[src/rtl/i2c_cfg_pkg.sv]
package i2c_cfg_pkg;
  localparam int unsigned DW = 32;
  localparam int unsigned SW = 10;  // stored bits [9:0]

  localparam int unsigned B_MST     = 0;
  localparam int unsigned B_SPD_LO  = 1;
  localparam int unsigned B_SPD_HI  = 2;
  localparam int unsigned B_SLV10   = 3;
  localparam int unsigned B_MST10   = 4;
  localparam int unsigned B_RESTART = 5;
  localparam int unsigned B_SLVDIS  = 6;
  localparam int unsigned B_STOPADR = 7;
  localparam int unsigned B_TXEMPTY = 8;
  localparam int unsigned B_RXHOLD  = 9;
  localparam int unsigned B_STOPMST = 10;

  localparam logic [SW-1:0] WR_MASK  = 10'h3F9;       // plain writable bits
  localparam logic [DW-1:0] RO_MASK  = 32'h000F_0C00;
  localparam logic [SW-1:0] RST_BITS = 10'h061;       // speed inserted separately

  typedef struct packed {
    logic       rx_hold;
    logic       tx_empty;
    logic       stop_adr;
    logic       slv_dis;
    logic       restart;
    logic       mst10;
    logic       slv10;
    logic [1:0] speed;
    logic       mst;
  } cfg_t;
endpackage

[src/rtl/i2c_cfg_speed_clamp.sv]
module i2c_cfg_speed_clamp #(
  parameter int unsigned MAX_SPEED = 3
) (
  input  logic [1:0] code_i,
  output logic [1:0] code_o
);
  localparam logic [1:0] MaxCode = 2'(MAX_SPEED);

  always_comb begin
    if (code_i == 2'd0 || code_i > MaxCode) code_o = MaxCode;
    else                                    code_o = code_i;
  end
endmodule

[src/rtl/i2c_cfg_write_gate.sv]
module i2c_cfg_write_gate
  import i2c_cfg_pkg::*;
#(
  parameter int unsigned MAX_SPEED = 3
) (
  input  logic          wr_i,
  input  logic          ctrl_en_i,
  input  logic [SW-1:0] wdata_i,
  input  logic [SW-1:0] cur_i,
  output logic [SW-1:0] next_o
);
  logic       we;
  logic [1:0] spd_legal;

  assign we = wr_i & ~ctrl_en_i;

  i2c_cfg_speed_clamp #(.MAX_SPEED(MAX_SPEED)) u_clamp (
    .code_i (wdata_i[B_SPD_HI:B_SPD_LO]),
    .code_o (spd_legal)
  );

  for (genvar i = 0; i < SW; i++) begin : g_bit
    if (WR_MASK[i]) begin : g_wr
      assign next_o[i] = we ? wdata_i[i] : cur_i[i];
    end else begin : g_spd
      assign next_o[i] = we ? spd_legal[i-B_SPD_LO] : cur_i[i];
    end
  end
endmodule

[src/rtl/i2c_cfg_reg.sv]
module i2c_cfg_reg
  import i2c_cfg_pkg::*;
#(
  parameter int unsigned   MAX_SPEED = 3,
  parameter logic [31:0]   RO_VAL    = 32'h0000_0000
) (
  input  logic        clk_i,
  input  logic        rst_ni,
  input  logic        wr_i,
  input  logic [31:0] wdata_i,
  input  logic        ctrl_en_i,
  output logic [31:0] rdata_o,
  output logic        master_en_o,
  output logic [1:0]  speed_o,
  output logic        slv_addr10_o,
  output logic        mst_addr10_o,
  output logic        restart_en_o,
  output logic        slave_dis_o,
  output logic        stop_if_addr_o,
  output logic        tx_empty_ctrl_o,
  output logic        rx_hold_o,
  output logic        stop_if_mst_act_o
);
  localparam logic [SW-1:0] RstVal = RST_BITS | (SW'(MAX_SPEED) << B_SPD_LO);
  localparam logic [DW-1:0] RoBits = RO_VAL & RO_MASK;

  logic [SW-1:0] cfg_q, cfg_d;
  cfg_t          cfg;
  logic          unused_wdata;

  assign unused_wdata = ^wdata_i[DW-1:SW];

  i2c_cfg_write_gate #(.MAX_SPEED(MAX_SPEED)) u_gate (
    .wr_i      (wr_i),
    .ctrl_en_i (ctrl_en_i),
    .wdata_i   (wdata_i[SW-1:0]),
    .cur_i     (cfg_q),
    .next_o    (cfg_d)
  );

  always_ff @(posedge clk_i or negedge rst_ni) begin
    if (!rst_ni) cfg_q <= RstVal;
    else         cfg_q <= cfg_d;
  end

  assign cfg     = cfg_t'(cfg_q);
  assign rdata_o = {{(DW-SW){1'b0}}, cfg_q} | RoBits;

  assign master_en_o       = cfg.mst;
  assign speed_o           = cfg.speed;
  assign slv_addr10_o      = cfg.slv10;
  assign mst_addr10_o      = cfg.mst10;
  assign restart_en_o      = cfg.restart;
  assign slave_dis_o       = cfg.slv_dis;
  assign stop_if_addr_o    = cfg.stop_adr;
  assign tx_empty_ctrl_o   = cfg.tx_empty;
  assign rx_hold_o         = cfg.rx_hold;
  assign stop_if_mst_act_o = RoBits[B_STOPMST];
endmodule

[config.mk]
export PLATFORM = sky130hd
export DESIGN_NAME = i2c_cfg_reg
export DESIGN_NICKNAME = d
export VERILOG_FILES = /design/src/rtl/i2c_cfg_pkg.sv /design/src/rtl/i2c_cfg_speed_clamp.sv /design/src/rtl/i2c_cfg_write_gate.sv /design/src/rtl/i2c_cfg_reg.sv
export SDC_FILE = /design/constraint.sdc
export NUM_CORES = 1
export LEC_CHECK = 0
export ABC_CLOCK_PERIOD_IN_PS = 2000
export CORE_ASPECT_RATIO = 0.9
export CORE_MARGIN = 3
export CORE_UTILIZATION = 29
export DETAILED_ROUTE_END_ITERATION = 10
export PLACE_DENSITY_LB_ADDON = 0.3
export SLEW_MARGIN = 20
export SYNTH_ARGS = -nofsm -noshare
export SYNTH_HDL_FRONTEND = slang
export SYNTH_SLANG_ARGS = --single-unit
[constraint.sdc]
create_clock -name clk_i -period 2 [get_ports clk_i]
set_input_delay 0.3 -clock clk_i [delete_from_list [all_inputs] [get_ports clk_i]]
set_output_delay 0.3 -clock clk_i [all_outputs]
set_load 0.01 [all_outputs]
==> summary.txt <==
Outcome
  • Status: completed

Final layout
  • Final instance area: 910 um^2
  • Area Overhead vs Synth: 29.1%
  • Most frequent cells in the layout: clkdlybuf4s50_1 (33), conb_1 (23), mux2_4 (10)
  • Commonest non-fill, non-tap cell in the layout: clkdlybuf4s50_1
  • Max FFs per register: 10
  • Final #Nets: 120
  • Share of layout cells above drive strength 1: 0.229
  • # diodes: 0

Synth
  • Mean post-synth cell area: roughly 12 um^2
  • Synth Area in Simple Gates: 0.0373
  • Synth top area share: 0.352
  • Sequential fraction of the synthesis area: 0.364
  • Post-Syn Instances: 58
  • Cell Area, Synth: 704 um^2
  • Post-synthesis mux area share: 0.213
  • Largest cells by area after synthesis: buf_4 (35%), mux2_4 (21%), dfstp_2 (19%)
  • Synth area leader: buf_4
  • Post-Synth Adder-Cell Area: 0
  • Complex-gate fraction of the synthesized area: 0
  • Yosys reg bits: 10
  • Largest family of logic cells by synthesized area: buffers and inverters
  • Synthesis warning total: 0
  • Synth unique cells: 8
  • Xor and xnor area share after synthesis: 0

Critical path
  • Slowest cell delay on critical path: 0.55 ns
  • Critical path type: reg -> out
  • FF-to-FF path depth: 1
  • CP Launch Type: flop
  • Worst Path Arrival: 1.33 ns
  • Worst-path cell chain: clkdlybuf4s50_1
  • Worst path top cell family by delay: flip-flops
  • Register-to-Register Setup Slack: 1.22 ns
  • CP max-delay cell: dfstp_2
  • Worst Setup End Kind: output port
  • Critical Path Fanout Max: 3
  • Critical R2R Launch: cfg[3]
  • Buf/Inv on CP: 1
  • Required time of the critical path: 1.70 ns
  • Reg-to-reg endpoint: cfg[3]

Place
  • Detailed placement HPWL: 921 um
  • DP Area: slightly below 900 um^2
  • IO Port Bufs: 33
  • Gpl congestion: 0.590

GRT
  • Aggregate global routing overflow: 0
  • First-pass GRT wire length: approximately 1600 um
  • Vias in the first global route: roughly 370
  • Initial antenna violation count: 0
  • Pin count of the biggest net entering global routing: 11
  • GRT Overall Usage: 0.0716

Drt
  • Highest routed layer: met3
  • DR pass1 iterations: 2
  • Met2 Wirelength: 533 um
  • Total vias in the final route: 393
  • M1 wire length: about 450 um
  • Routed Antenna Nets: 0
  • Starting DRT DRC Count: 2
  • Via-to-Cell Ratio: 3.57
  • Final wirelength: 1130 um
  • Wire per inst: 10.2 um
  • Met3 Wirelength: 144 um
  • # DRC: 0

CTS
  • TritonCTS clock tree: built
  • Post-CTS setup buffer count: 0
  • Hold-fix buffers, CTS: 0
  • H-tree depth: 1
  • Worst-case clock buffer depth: 2
  • Clock Tree Root: clkbuf_4
  • Cts bufs inserted: 3
  • Clock Latency Late Sink: 0.25 ns
  • CTS Sinks: 10
  • CTS clk-pin slew, worst paths: roughly 0.070 ns
  • PostCTS Resize Cnt: 0

STA
  • Hold Vio Cnt, Final: 0
  • Final critical-path required period: 1.63 ns
  • Fin crit share: 0.817
  • Maximum clock rate: slightly above 600 MHz
  • Clock skew: 0 ns
  • Setup violators final: 0
  • Fin Hold WS: 0.353 ns
  • Unrepaired setup endpoints after global routing: false
  • Final Max Slew Viols: 0
  • Final setup TNS: 0 ns

Die
  • Core Area: about 2200 um^2
  • Initial core utilization: 0.314
  • Die Area: 3060 um^2
  • Die Y: 52.8 um
  • Die X: 58.0 um
  • Row count: 16
  • I/O Pins: 79

Power and ir drop
  • Leak: 0.417 nW
  • Max VDD drop: 0.324 mV
  • Power Density: 729 nW/um^2

Run
  • Max-Cap Viols: 0

Worst hold path
  • Hold Crit Class: in -> async
power breakdown:
group | leakage, nW | switching, mW | internal [mW] | total, mW
logic | 0.291 | 0.0914 | 0.162 | 0.254
clock network | 0.0150 | 0.0664 | 0.0769 | 0.143
registers | 0.111 | 0.0235 | 0.243 | 0.266
total | 0.417 | 0.181 | 0.482 | 0.663
metrics by stage:
step	total power [mW]	worst slack, ns	util	cells
floorplan	0.449	1.01	-	80
global placement	0.524	0.384	0.394	106
detailed placement	0.525	0.358	0.394	106
CTS	0.677	0.353	0.406	110
global route	0.702	0.317	0.406	110
finish	0.663	0.365	0.406	110
worst max-delay path by stage:
stage | depth (start not counted) | slack, ns | to | start
5_1_grt | 1 | 0.32 | slave_dis_o | cfg[6]
3_5_place_dp | 3 | 0.36 | cfg[3] | wr_i
2_1_floorplan | 3 | 1.01 | cfg[3] | wr_i
6_report | 1 | 0.37 | rdata_o[6] | cfg[6]
4_1_cts | 1 | 0.35 | rdata_o[6] | cfg[6]
3_3_place_gp | 3 | 0.38 | cfg[4] | wr_i
synthesized netlist by cell type:
cell      count
nand2b_1      2
buf_12        1
nor2b_4       1
conb_1        1
mux2_4       10
dfrtp_1       5
buf_4        33
dfstp_2       5
layer usage:
layer / global-route usage / vias to the layer above
li1: - / 178
met1: 0.0778 / 181
met2: 0.118 / 34
met3: 0.0320 / 0
met4: 0.0347 / 0
met5: 0 / -
kinds of logic after synthesis:
group	after synthesis
mux	10
buf+inv	34
other cells	1
flops	10
simple gates	3
layout make-up:
| class | count | area [um^2] |
|---|---|---|
| fill | 231 | 1330 |
| timing repair buffer | 33 | 330 |
| multi-input combinational | 36 | 263 |
| sequential | 10 | 256 |
| tap | 27 | 33.8 |
| clock buffer | 4 | 26.3 |
No activity file was read; power rests on OpenSTA's default activity.
